### config.mk
export PLATFORM = sky130hd
export DESIGN_NAME = wdt_tap_timer
export DESIGN_NICKNAME = d
export VERILOG_FILES = /design/src/rtl/wdt_pkg.sv /design/src/rtl/wdt_src_gate.sv /design/src/rtl/wdt_base_div.sv /design/src/rtl/wdt_tap_prescaler.sv /design/src/rtl/wdt_tap_timer.sv
export SDC_FILE = /design/constraint.sdc
export NUM_CORES = 1
export LEC_CHECK = 0
export ABC_AREA = 1
export BUFFER_PORTS_ARGS = -buffer_cell sky130_fd_sc_hd__buf_2
export CAP_MARGIN = 10
export CORE_UTILIZATION = 35
export CTS_CLUSTER_SIZE = 40
export DETAILED_ROUTE_END_ITERATION = 12
export PLACE_DENSITY_LB_ADDON = 0.12
export SKIP_LAST_GASP = 1
export SYNTH_ARGS = -nofsm -noshare
export SYNTH_HDL_FRONTEND = slang
export SYNTH_SLANG_ARGS = --single-unit
### constraint.sdc
create_clock -name clk -period 1.6 [get_ports clk]
set_clock_uncertainty 0.05 [all_clocks]
set_input_delay 0.16 -clock clk [delete_from_list [all_inputs] [get_ports clk]]
set_output_delay 0.16 -clock clk [all_outputs]
set_load 0.01 [all_outputs]
### src/rtl/wdt_pkg.sv
package wdt_pkg;
  localparam int BASE_W = 8;
  localparam int PRE_W  = 7;
  localparam int SEL_W  = $clog2(PRE_W + 1);
endpackage

### src/rtl/wdt_src_gate.sv
module wdt_src_gate (
  input  logic clk,
  input  logic rst,
  input  logic slow_tick_i,
  input  logic instr_tick_i,
  input  logic src_sel_i,
  input  logic halt_i,
  input  logic en_i,
  output logic tick_o
);
  logic picked;

  always_comb begin
    if (src_sel_i) picked = instr_tick_i & ~halt_i;
    else           picked = slow_tick_i;
    tick_o = picked & en_i;
  end

  // in halt with the instruction clock selected, no tick leaves the gate
  p_halt_gate_r5: assert property (@(posedge clk) disable iff (rst)
    (src_sel_i && halt_i) |-> !tick_o);
endmodule

### src/rtl/wdt_base_div.sv
module wdt_base_div #(
  parameter int W = 8
) (
  input  logic clk,
  input  logic rst,
  input  logic clr_i,
  input  logic tick_i,
  output logic carry_o
);
  logic [W-1:0] cnt;

  always_ff @(posedge clk) begin
    if (rst || clr_i) cnt <= '0;
    else if (tick_i)  cnt <= cnt + 1'b1;
  end

  assign carry_o = tick_i & ~clr_i & (&cnt);

  // a clear leaves the base stage at zero
  p_clear_zero_r8: assert property (@(posedge clk) disable iff (rst)
    clr_i |=> (cnt == '0));
  // without a tick the base stage holds its value
  p_hold_r5: assert property (@(posedge clk) disable iff (rst)
    (!tick_i && !clr_i) |=> $stable(cnt));
endmodule

### src/rtl/wdt_tap_prescaler.sv
module wdt_tap_prescaler #(
  parameter int W  = 7,
  parameter int SW = 3
) (
  input  logic          clk,
  input  logic          rst,
  input  logic          clr_i,
  input  logic          step_i,
  input  logic [SW-1:0] sel_i,
  output logic          hit_o
);
  logic [W-1:0] cnt;
  logic [W:0]   tap_ok;

  always_ff @(posedge clk) begin
    if (rst || clr_i) cnt <= '0;
    else if (step_i)  cnt <= cnt + 1'b1;
  end

  assign tap_ok[0] = 1'b1;
  for (genvar g = 1; g <= W; g++) begin : g_tap
    assign tap_ok[g] = &cnt[g-1:0];
  end

  assign hit_o = step_i & tap_ok[sel_i];

  // the prescaler wraps to zero after its last value
  p_wrap_r7: assert property (@(posedge clk) disable iff (rst)
    (step_i && (&cnt)) |=> (cnt == '0));
endmodule

### src/rtl/wdt_tap_timer.sv
module wdt_tap_timer
  import wdt_pkg::*;
(
  input  logic             clk,
  input  logic             rst,
  input  logic             slow_tick_i,
  input  logic             instr_tick_i,
  input  logic             src_sel_i,
  input  logic [SEL_W-1:0] tap_sel_i,
  input  logic             clear_i,
  input  logic             halt_i,
  input  logic             wdt_en_i,
  output logic             timeout_o
);
  logic tick, base_carry, tap_hit, stage_clr;

  assign stage_clr = clear_i | ~wdt_en_i;

  wdt_src_gate u_gate (
    .clk(clk), .rst(rst),
    .slow_tick_i(slow_tick_i), .instr_tick_i(instr_tick_i),
    .src_sel_i(src_sel_i), .halt_i(halt_i), .en_i(wdt_en_i),
    .tick_o(tick)
  );

  wdt_base_div #(.W(BASE_W)) u_base (
    .clk(clk), .rst(rst), .clr_i(stage_clr),
    .tick_i(tick), .carry_o(base_carry)
  );

  wdt_tap_prescaler #(.W(PRE_W), .SW(SEL_W)) u_pre (
    .clk(clk), .rst(rst), .clr_i(stage_clr),
    .step_i(base_carry), .sel_i(tap_sel_i), .hit_o(tap_hit)
  );

  always_ff @(posedge clk) begin
    if (rst) timeout_o <= 1'b0;
    else     timeout_o <= tap_hit & ~stage_clr;
  end

  // the pulse never lasts more than one cycle
  p_single_pulse_r7: assert property (@(posedge clk) disable iff (rst)
    timeout_o |=> !timeout_o);
  // a disabled watchdog stays silent
  p_disabled_quiet_r10: assert property (@(posedge clk) disable iff (rst)
    !wdt_en_i |=> !timeout_o);
  // a clear suppresses the pulse in the following cycle
  p_clear_wins_r9: assert property (@(posedge clk) disable iff (rst)
    clear_i |=> !timeout_o);
  // a halted core with the instruction source cannot time out
  p_halt_quiet_r5: assert property (@(posedge clk) disable iff (rst)
    (src_sel_i && halt_i) |=> !timeout_o);
  // one cycle after reset the output is still low
  p_reset_low_r1: assert property (@(posedge clk)
    rst |=> !timeout_o);
endmodule

Word level (Yosys, flattened, before mapping)
Index checks and enable logic that the tools add are counted.

word-level totals
  output and inout bits = 1
  logic and storage cells = 27
  flip-flop bits (word level) = 16
  bits of input ports = 11

cells by class
  add/subtract/negate cells = 2
  $lt $le $gt $ge = 1
  bitwise logic cells = 10
  muxes and demuxes = 3
  reductions and logical operators = 8

operator list
  cell                                                                           count
  8-bit by 1-bit adder with 8-bit output (second input constant)                 1
  8-bit AND reduction                                                            1
  7-bit by 1-bit adder with 7-bit output (second input constant)                 1
  7-bit AND reduction                                                            1
  1-bit AND                                                                      6
  6-bit AND reduction                                                            1
  5-bit AND reduction                                                            1
  3-bit by 4-bit less-than comparator with 1-bit output (second input constant)  1
  4-bit AND reduction                                                            1
  1-bit binary-select mux with 3-bit select                                      1
  1-bit inverter                                                                 3
  3-bit AND reduction                                                            1
  1-bit 2-to-1 mux                                                               2
  2-bit AND reduction                                                            1
  1-bit logical OR                                                               1
  1-bit OR                                                                       1

Longest topological paths before layout
Gate-level depths: netlist of the first run.

  depth in word-level cells = 8
  mapped depth = 9
  depth with buffers taken out = 9

Modules after synthesis
Synthesis of the first run repeated with hierarchy kept, for this count alone.

second synthesis, totals
  cells, all modules = 124
  area total of the unflattened synthesis = 877.1 um^2

by module, submodules not included
  module             sequential area each (um^2)  area each (um^2)  cells each  instances
  wdt_tap_prescaler  140.1                        432.9             63          1
  wdt_base_div       160.2                        375.4             50          1
  wdt_tap_timer      20.0                         43.8              6           1
  wdt_src_gate       0.0                          25.0              5           1

Worst setup path before layout of the first run
No wires, ideal clock.

  path kind = flip-flop to flip-flop
  from = reg u_pre.cnt[0]
  to = reg timeout_o
  period minus slack after synthesis = 1.263 ns
  library setup time = 0.113 ns
  path slack = 0.337 ns
  path buffers = 0
  cell stages (with the launch flop) = 9
  data required time = 1.437 ns
  arrival = 1.100 ns
  cell sequence = dfxtp_1 > ha_1 > nand3_1 > inv_1 > ha_1 > nand2_1 > a21oi_1 > nor2_1 > nor2_1

between the ends
  word-level cells in the longest chain between the ends = 5
  elaborated cells between the ends (all ways) = 10
  those cells by class = 2 x mux; 2 x bitwise; 6 x reduce/logical

ends and longest elaborated chain
  item                                               RTL line                 source
  from (decl)                                        wdt_tap_prescaler.sv:12  logic [W-1:0] cnt;
  from (signal assigned)                             wdt_tap_prescaler.sv:17  else if (step_i) cnt <= cnt + 1'b1;
  7-bit AND reduction, or another cell as far along  wdt_tap_prescaler.sv:22  assign tap_ok[g] = &cnt[g-1:0];
  1-bit binary-select mux with 3-bit select *        wdt_tap_prescaler.sv:25  assign hit_o = step_i & tap_ok[sel_i];
  1-bit 2-to-1 mux (not written as such) *           wdt_tap_prescaler.sv:25
  1-bit AND *                                        wdt_tap_prescaler.sv:25
  1-bit AND *                                        wdt_tap_timer.sv:38      else timeout_o <= tap_hit & ~stage_clr;
  to (signal assigned)                               wdt_tap_timer.sv:38
  to (decl)                                          wdt_tap_timer.sv:13      output logic timeout_o

Mark *: on every way between the ends. The rest lies on a longest branch, timed or not. The select of a mux whose other input is x is not followed.
A chain may end at the register's enable or synchronous reset.

Worst setup path in the final report of the first run
  from = reg u_base.cnt[0]
  to = reg u_pre.cnt[4]

between the ends
  word-level cells in the longest chain between the ends = 2

ends and longest elaborated chain
  item                    RTL line            source
  from (decl)             wdt_base_div.sv:10  logic [W-1:0] cnt;
  from (signal assigned)  wdt_base_div.sv:14  else if (tick_i) cnt <= cnt + 1'b1;
  8-bit AND reduction     wdt_base_div.sv:17  assign carry_o = tick_i & ~clr_i & (&cnt);
  1-bit AND               wdt_base_div.sv:17

No other way between the ends.

==> impl_metrics.ini, run 1 <==
[sta]
hold_viol = 0
period_minus_slack_ps = 1420
setup_violations = 0
rsz0062_at_grt = no
slew_headroom = 0.682
drv_slew = 0
tightest_slew_ps = 476
tns_ps = 0
fin_crit_sh = 0.887
fmax_mhz = 705

[placed_design]
placed_cells = 181
port_buffers = 11
place.gp.congestion = 0.787
place_hpwl_mm = 1.36

[finish]
final_nets = 171
instances_no_fill = 185
drive_above_1_share = 0.219
diodes = 0
num-fill-cells = 257
syn_to_final_growth_pct = 13.2
final_cell_mix = nand2_1, nor2_1, dfxtp_1
final_common_cell = nand2_1

[run_status]
run_status = completed

[routing]
wirelength_mm = 1.75
vias_per_cell = 4.66
drt-initial-drc-count = 15
drc_errors = 0
routed-via-count = 862
first_pass_iters = 4
wl_per_cell_um = 9.48
detail-route-antenna-nets = 0

[clock_network]
cts_tree = built
clkLatencyLatePin_ps = 280
htreeDepth = 1
cts.path.max_buffers = 2
clk_pin_slew_worst_paths_ps = 100
numCtsBuffers = 3
cts_resized = 0
ctsHoldBuffers = 0
root_buffer = clkbuf_4
postCtsSetupBuffers = 0
cts.sinks = 16

[critical_path]
worst_ep_required_time_ps = 1740
rr_worst_depth = 8
max_stage_delay_ps = 380
path_cells = ha_1 > nand3_2 > inv_2 > nand2_2 > inv_1 > nand2_1 > nor2_1 > nor2_1
setup.worst_path.start_class = register
crit_arrival_ps = 1560
cp_common_cell = nor2_1
path_class = register to register
cpMaxStageDelayCell = dfxtp_1
worst_setup_path_end_kind = register
crit_fanout = 6

[global_route]
grt_usage = 0.151
antenna_found_initial = 0
grt_pass1_vias = 752
use_met2 = 0.231
grt_pass1_wl_mm = 3.13
grt.busiest_layer = met2
gr-usage-met1 = 0.211
grt_overflow = 0
grtUsageMet3 = 0.0254
grt_max_degree = 12

[logic_synthesis]
syn_area_um2 = 932
yosysWarnings = 0
syn_avg_cell_area_um2 = 6.61
syn_inst = 141
synth_cell_type_count = 22
syn-num-nets = 156
synth_seq_cells = 16
seq_area_frac_synth = 0.344

[floorplan]
num_rows = 18
fp.coreArea_um2 = 2500
start_util = 0.373
die-area_um2 = 2870
io_pins = 12
fp.dieW_um = 53.6
die_y_um = 53.6

[power_and_ir_drop]
p_per_area_nw_per_um2 = 683
p_leak_nw = 0.484
ir_drop_mv = 0.340

[hold_path]
hold_path_class = primary input to register
whs_path_depth = 4

[flow_run]
max-cap-violations = 0
[state kept, by name (all words and copies together), names as in the netlist]
name and count:
timeout_o 1, u_base.cnt 8, u_pre.cnt 7
[power breakdown]
| part | internal [mW] | total [mW] | switching (mW) | leakage (nW) |
|---|---|---|---|---|
| sequential | 0.399 | 0.400 | 0.000818 | 0.129 |
| combinational | 0.0178 | 0.0485 | 0.0307 | 0.333 |
| clock | 0.138 | 0.273 | 0.134 | 0.0210 |
| total | 0.555 | 0.721 | 0.166 | 0.484 |
[routing by layer]
metal,wire length [um],share of wire
met1,964,0.55
met2,707,0.40
met3,65,0.037
met4,15,0.0086
met5,0,0
[logic make-up after synthesis]
| group | share of synthesized area |
|---|---|
| AO/OA/AOI/OAI | 0.117 |
| XOR/XNOR | 0.00940 |
| adder cells (fa/ha/maj) | 0.0537 |
| buffers and inverters | 0.0886 |
| flip-flops | 0.344 |
| AND/OR/NAND/NOR | 0.388 |
[metrics by stage]
step                area (um^2)  setup slack (ps)  hold WS (ps)  total power [mW]   util
floorplan                   932               337           251             0.438      -
global placement           1020               177           380             0.458  0.407
detailed placement         1020               174           380             0.458  0.407
CTS                        1050               145          69.5             0.729  0.421
global route               1050              34.6          72.2             0.744  0.422
finish                     1050               181          70.8             0.721  0.422
[synthesized netlist by cell type, drive strengths merged]
library cell,count,area (um^2)
nand3,9,55.1
nor2,28,141
o21ai,11,55.1
nand2,38,148
a21oi,8,40.0
nand4,1,6.26
buf,1,7.51
o211ai,1,7.51
a31oi,1,6.26
xnor2,1,8.76
dfxtp,16,320
inv,20,75.1
ha,4,50.1
and3,1,6.26
nor3,1,5.00
[critical path: cells and delay by family, from the launching register on]
family | cells | cell delay (ps)
adders and majority gates | 1 | 250
and+or+nand+nor | 5 | 500
DFF | 1 | 380
buffers and inverters | 2 | 130
[area by class of cell]
| class | count | area [um^2] | area share |
|---|---|---|---|
| Inverter | 20 | 75.1 | 0.0712 |
| Multi-Input combinational cell | 104 | 529 | 0.502 |
| Tap cell | 30 | 37.5 | 0.0356 |
| Timing Repair Buffer | 11 | 55.1 | 0.0522 |
| Clock buffer | 4 | 36.3 | 0.0344 |
| Sequential cell | 16 | 322 | 0.305 |
[worst paths after layout]
kind / from / to / slack (ps)
worst max-delay path: u_base.cnt[0] / u_pre.cnt[4] / 180
worst min register to register: u_base.cnt[0] / u_base.cnt[0] / 440
worst max register to register: u_base.cnt[0] / u_pre.cnt[4] / 180
worst min-delay path: rst / timeout_o / 70
Power figures use the tool's default switching activity.
==> inputs of run 2 (changes only) <==
==> constraint.sdc (replaced) <==
create_clock -name clk -period 1.2 [get_ports clk]
set_clock_uncertainty 0.05 [all_clocks]
set_input_delay 0.12 -clock clk [delete_from_list [all_inputs] [get_ports clk]]
set_output_delay 0.12 -clock clk [all_outputs]
set_load 0.01 [all_outputs]
==> run 2 against run 1 <==
Effect of this change:
- the flow now finishes with violations (negative setup slack)
- final cell count grew 7.0%
- register-to-register slack lost 220 ps
- final area grew 23%
- global-route usage grew 3.2 points
- largest cell class unchanged
- critical path type unchanged
- die area is the same
==> impl_metrics.ini, run 2 (synthesized netlist as in run 1, its figures left out) <==
[clock_network]
cts.path.max_buffers = 2
clk_pin_slew_worst_paths_ps = 100
cts.sinks = 16
root_buffer = clkbuf_4
ctsHoldBuffers = 0
htreeDepth = 1
clkLatencyLatePin_ps = 280
numCtsBuffers = 3
cts_tree = built

[routing]
drc_errors = 0
wirelength_mm = 2.10
routed-via-count = 939
drt-initial-drc-count = 18
first_pass_iters = 4
detail-route-antenna-nets = 0
vias_per_cell = 4.74
wl_per_cell_um = 10.6

[sta]
tightest_slew_ps = 225
drv_slew = 0
slew_headroom = 0.849
hold_viol = 0
fin_crit_sh = 1.03
setup_slack_ps = -41.6
rsz0062_at_grt = yes
setup_violations = 9
fmax_mhz = 805
period_minus_slack_ps = 1240

[power_and_ir_drop]
p_leak_nw = 0.596
p_per_area_nw_per_um2 = 697
power_mw = 0.903
ir_drop_mv = 0.447

[global_route]
grt_pass1_wl_mm = 3.68
antenna_found_initial = 0
grt_overflow = 0
grt_max_degree = 9
grt_pass1_vias = 836
grt_usage = 0.182

[hold_path]
hold_path_class = primary input to register
whs_path_depth = 4

[critical_path]
crit_arrival_ps = 1380
crit_fanout = 6
path_class = register to register
worst_ep_required_time_ps = 1340
worst_setup_path_end_kind = register
setup.worst_path.start_class = register
rr_worst_depth = 8

[finish]
num-fill-cells = 259
largest_register_ffs = 8
final_nets = 185
drive_above_1_share = 0.411
largest_register = u_base.cnt
reg_top3 = u_base.cnt x8, u_pre.cnt x7, timeout_o x1
final_common_cell = nand2_1
diodes = 0
ff_latch_area_um2 = 330
syn_to_final_growth_pct = 39.1
final_cell_mix = nand2_1, nor2_1, inv_1, buf_2
multiInputGateArea_um2 = 664

[placed_design]
place.gp.congestion = 0.809
port_buffers = 11
place_hpwl_mm = 1.55
pre_cts_slack_ps = -89.9

[floorplan]
io_pins = 12
die-area_um2 = 2870
die_y_um = 53.6
fp.coreArea_um2 = 2500
num_rows = 18
fp.dieW_um = 53.6
start_util = 0.373

[run_status]
violations = negative setup slack
run_status = complete, but fails checks

[flow_run]
max-cap-violations = 0
==> run 2: timing repair <==
item,4_1_cts,5_1_grt
pin swaps,6,7
gates resized for setup,8,24
setup buffers,0,3
endpoints found under the setup margin,10,12
cloned,1,0
==> run 2: per-stage QoR <==
step                      instance area, um^2  hold WS (ps)  TNS (ps)  utilization  cells
after floorplan                           958           211     -2.32            -    141
after global placement                   1120           359      -224        0.447    191
after detailed placement                 1120           356      -538        0.447    191
after CTS                                1180          50.5      -165        0.473    195
after global routing                     1300          85.4     -1080        0.519    198
final                                    1300          55.5      -193        0.519    198
==> run 2: layout make-up <==
cell class / count / area share
Timing Repair Buffer: 24 / 0.126
Clock buffer: 3 / 0.0174
Inverter: 20 / 0.0598
Multi-Input combinational cell: 105 / 0.513
Tap cell: 30 / 0.0290
Sequential cell: 16 / 0.255
==> run 2: final timing paths <==
check	start	to	slack, ps
worst min-delay path	rst	timeout_o	60
worst max-delay path	u_base.cnt[1]	u_pre.cnt[2]	-40
worst min register to register	u_pre.cnt[5]	u_pre.cnt[5]	460
worst max register to register	u_base.cnt[1]	u_pre.cnt[2]	-40
==> run 2: routing by layer <==
layer / share of wire / global-route usage / vias up / wire length, um
li1: - / - / 500 / -
met1: 0.47 / 0.235 / 420 / 991
met2: 0.48 / 0.288 / 17 / 1010
met3: 0.036 / 0.0508 / 2 / 75
met4: 0.0095 / 0.0658 / 0 / 20
met5: 0 / 0 / - / 0
==> run 2: worst max-delay path, stage by stage (launching register included) <==
cell and delay (ps):
dfxtp_4 380, ha_4 150, nand3_2 90, inv_2 90, nand2_4 90, inv_4 70
nand2_4 80, nor2_4 110, nor2_1 40
==> run 2: where the power goes <==
group	internal (mW)	total, mW	switching, mW
sequential	0.530	0.532	0.00153
clock	0.116	0.293	0.176
combinational	0.0310	0.0790	0.0480
total	0.677	0.903	0.226
==> inputs of run 3 (changes only) <==
--- a/config.mk
+++ b/config.mk
@@ -15,4 +15,5 @@
 export SKIP_LAST_GASP = 1
 export SYNTH_ARGS = -nofsm -noshare
 export SYNTH_HDL_FRONTEND = slang
+export SYNTH_HIERARCHICAL = 1
 export SYNTH_SLANG_ARGS = --single-unit
==> run 3 against run 2 <==
Effect of this change:
- the run still ends with negative setup slack left
- hold slack got worse by 3.9 ps
- power rose by 0.15%
- global-route usage fell by 1.1 points
- flip-flop and latch count did not move
- combinational power rose by 4.3%
- largest power group unchanged
==> impl_metrics.ini, run 3 <==
[run_status]
run_status = complete, but fails checks
violations = negative setup slack

[logic_synthesis]
synth_edf_count = 0
yosysTopAreaCell = dfxtp_1
yosysWarnings = 6
syn_area_um2 = 877
yosys.area_share.simple = 0.347
synth-xor-area-share = 0.00999
yosys.area.top_type_share = 0.365
syn_avg_cell_area_um2 = 7.07
synth-adder-area-share = 0.0571
synth_commonest_cells = nand2_1, inv_1, dfxtp_1
syn_inst = 124
seq_area_frac_synth = 0.365
synth_seq_cells = 16
synth_area_leaders = dfxtp_1, nand2_1, inv_1, nor2_1, a21oi_1
synth.most_common_cell = nand2_1
async_reset_ff_frac = 0
synth-main-ff-cell = dfxtp_1
synthMuxAreaShare = 0
synth_top_family_by_area = simple AND/OR/NAND/NOR gates
synth_cell_type_count = 23
synth-compound-area-share = 0.127
syn-num-nets = 139

[power_and_ir_drop]
seqPwrFrac = 0.587
sw_frac_of_total = 0.229
p_per_area_nw_per_um2 = 689
p_sw_mw = 0.207
intPower_mw = 0.698
p_leak_nw = 0.581
clkPwrFrac = 0.322
combPwrFrac = 0.091
ir_drop_mv = 0.488

[finish]
largest_register_ffs = 8
largest_register = u_base/cnt
syn_to_final_growth_pct = 49.8
drive_above_1_share = 0.479
diodes = 0
reg_top3 = u_base/cnt x8, u_pre/cnt x7, timeout_o x1
final_common_cell = buf_4
final_nets = 183
final_cell_mix = buf_4, nand2_1, inv_1
finish.utilization = 0.572

[global_route]
grt_usage = 0.171
grt_max_degree = 10
grt_pass1_vias = 908
grt_overflow = 0
grt_pass1_wl_mm = 3.42
antenna_found_initial = 0

[clock_network]
clkLatencyLatePin_ps = 280
numCtsBuffers = 3
cts.path.max_buffers = 2
root_buffer = clkbuf_4
clk_pin_slew_worst_paths_ps = 90
ctsHoldBuffers = 0
cts_tree = built
cts.sinks = 16
htreeDepth = 1

[critical_path]
r2r_setup_slack_ps = -360
setup.worst_path.start_class = register
crit_buf_inv = 1
path_cells = ha_4 > nand3_4 > nor2_4 > nand3_2 > nor3_2 > buf_4 > nand2_4 > nor2_4 > nand2_2 > o21ai_2 > nor2_1
worst_setup_path_end_kind = register
crit_fanout = 3
cp_common_cell = nor2_4
worst_ep_required_time_ps = 1330
max_stage_delay_ps = 370
cpMaxStageDelayCell = dfxtp_4
path_class = register to register
crit_arrival_ps = 1690
crit_family = simple AND/OR/NAND/NOR gates

[routing]
first_pass_iters = 4
wirelength_mm = 1.98
detail-route-antenna-nets = 0
routed-via-count = 899
drt-initial-drc-count = 8
wl_per_cell_um = 10.2
vias_per_cell = 4.61
drc_errors = 0

[sta]
drv_slew = 0
slew_headroom = 0.804
hold_viol = 0
fmax_mhz = 639
holdWs_ps = 51.7
setup_violations = 8
period_minus_slack_ps = 1560
setup_slack_ps = -364
rsz0062_at_grt = yes
tightest_slew_ps = 294
fin_crit_sh = 1.30

[floorplan]
die_y_um = 52.1
num_rows = 17
start_util = 0.382
fp.coreArea_um2 = 2300
io_pins = 12
die-area_um2 = 2710
fp.dieW_um = 52.1

[placed_design]
place.gp.congestion = 0.710
port_buffers = 11
place_hpwl_mm = 1.58

[hold_path]
hold_path_class = primary input to register

[flow_run]
max-cap-violations = 0
[run 3: changes by cell type in the layout (fill, tap and decap cells not counted), moves of 4 or more]
cell     previous run  this run
buf_4              10        27
inv_2               8         1
nand2_1            32        23
o21ai_0             6         2
inv_1              11        17
nor2_1             18        13
[run 3: kinds of logic (layout without fill, tap and decap cells)]
kind of cell    after synthesis  after routing
fa+ha+maj                     4              4
compound gates               20             20
flops                        16             16
xor+xnor                      1              1
simple gates                 63             63
buf+inv                      20             63
[run 3: what timing repair did]
item | 4_1_cts | 5_1_grt
buffers inserted | 4 | 3
pin swaps | 10 | 8
endpoints found under the setup margin | 8 | 11
gates cloned | 0 | 0
resized for setup | 2 | 14
[run 3: layout make-up]
class / instances / area, um^2
Clock buffer: 4 / 26.3
Tap cell: 28 / 35.0
Multi-Input combinational cell: 88 / 559
Fill cell: 230 / 983
Timing Repair Buffer: 40 / 289
Sequential cell: 16 / 328
Inverter: 19 / 76.3
[run 3: tightest hold or removal path, cell delays in order]
cell and delay [ps]:
buf_2 100, inv_1 40, nand2_1 60, nor2_2 30
[run 3: path summary, 6_finish.rpt]
path,start,endpoint,cells after the start
setup / recovery,u_base/cnt[0],u_pre/cnt[5],11
setup reg to reg,u_base/cnt[0],u_pre/cnt[5],11
hold / removal,rst,timeout_o,4
hold reg to reg,u_pre/cnt[5],u_pre/cnt[5],2
[run 3: per-layer routing]
| metal | up-vias | GRT usage | wire [um] |
|---|---|---|---|
| met5 | - | 0 | 0 |
| met4 | 0 | 0.0541 | 9 |
| met3 | 2 | 0.0263 | 35 |
| met2 | 8 | 0.350 | 1140 |
| met1 | 407 | 0.168 | 794 |
| li1 | 482 | - | - |
[run 3: through the flow]
| stage | worst slack [ps] | total power, mW | cells | TNS [ps] | instance area [um^2] |
|---|---|---|---|---|---|
| detailed placement | -431 | 0.624 | 187 | -2970 | 1200 |
| global placement | -401 | 0.622 | 187 | -2630 | 1200 |
| finish | -364 | 0.905 | 195 | -2370 | 1310 |
| floorplan | -425 | 0.581 | 124 | -2180 | 926 |
| global route | -523 | 0.958 | 195 | -3390 | 1310 |
| CTS | -383 | 0.925 | 194 | -2370 | 1260 |
[run 3: power by group through the flow]
stage	registers [mW]	clock network (mW)	logic, mW
floorplan	0.544	0	0.0370
finish	0.531	0.291	0.0824
global placement	0.544	0	0.0783
CTS	0.532	0.313	0.0804
detailed placement	0.544	0	0.0800
global route	0.532	0.333	0.0931
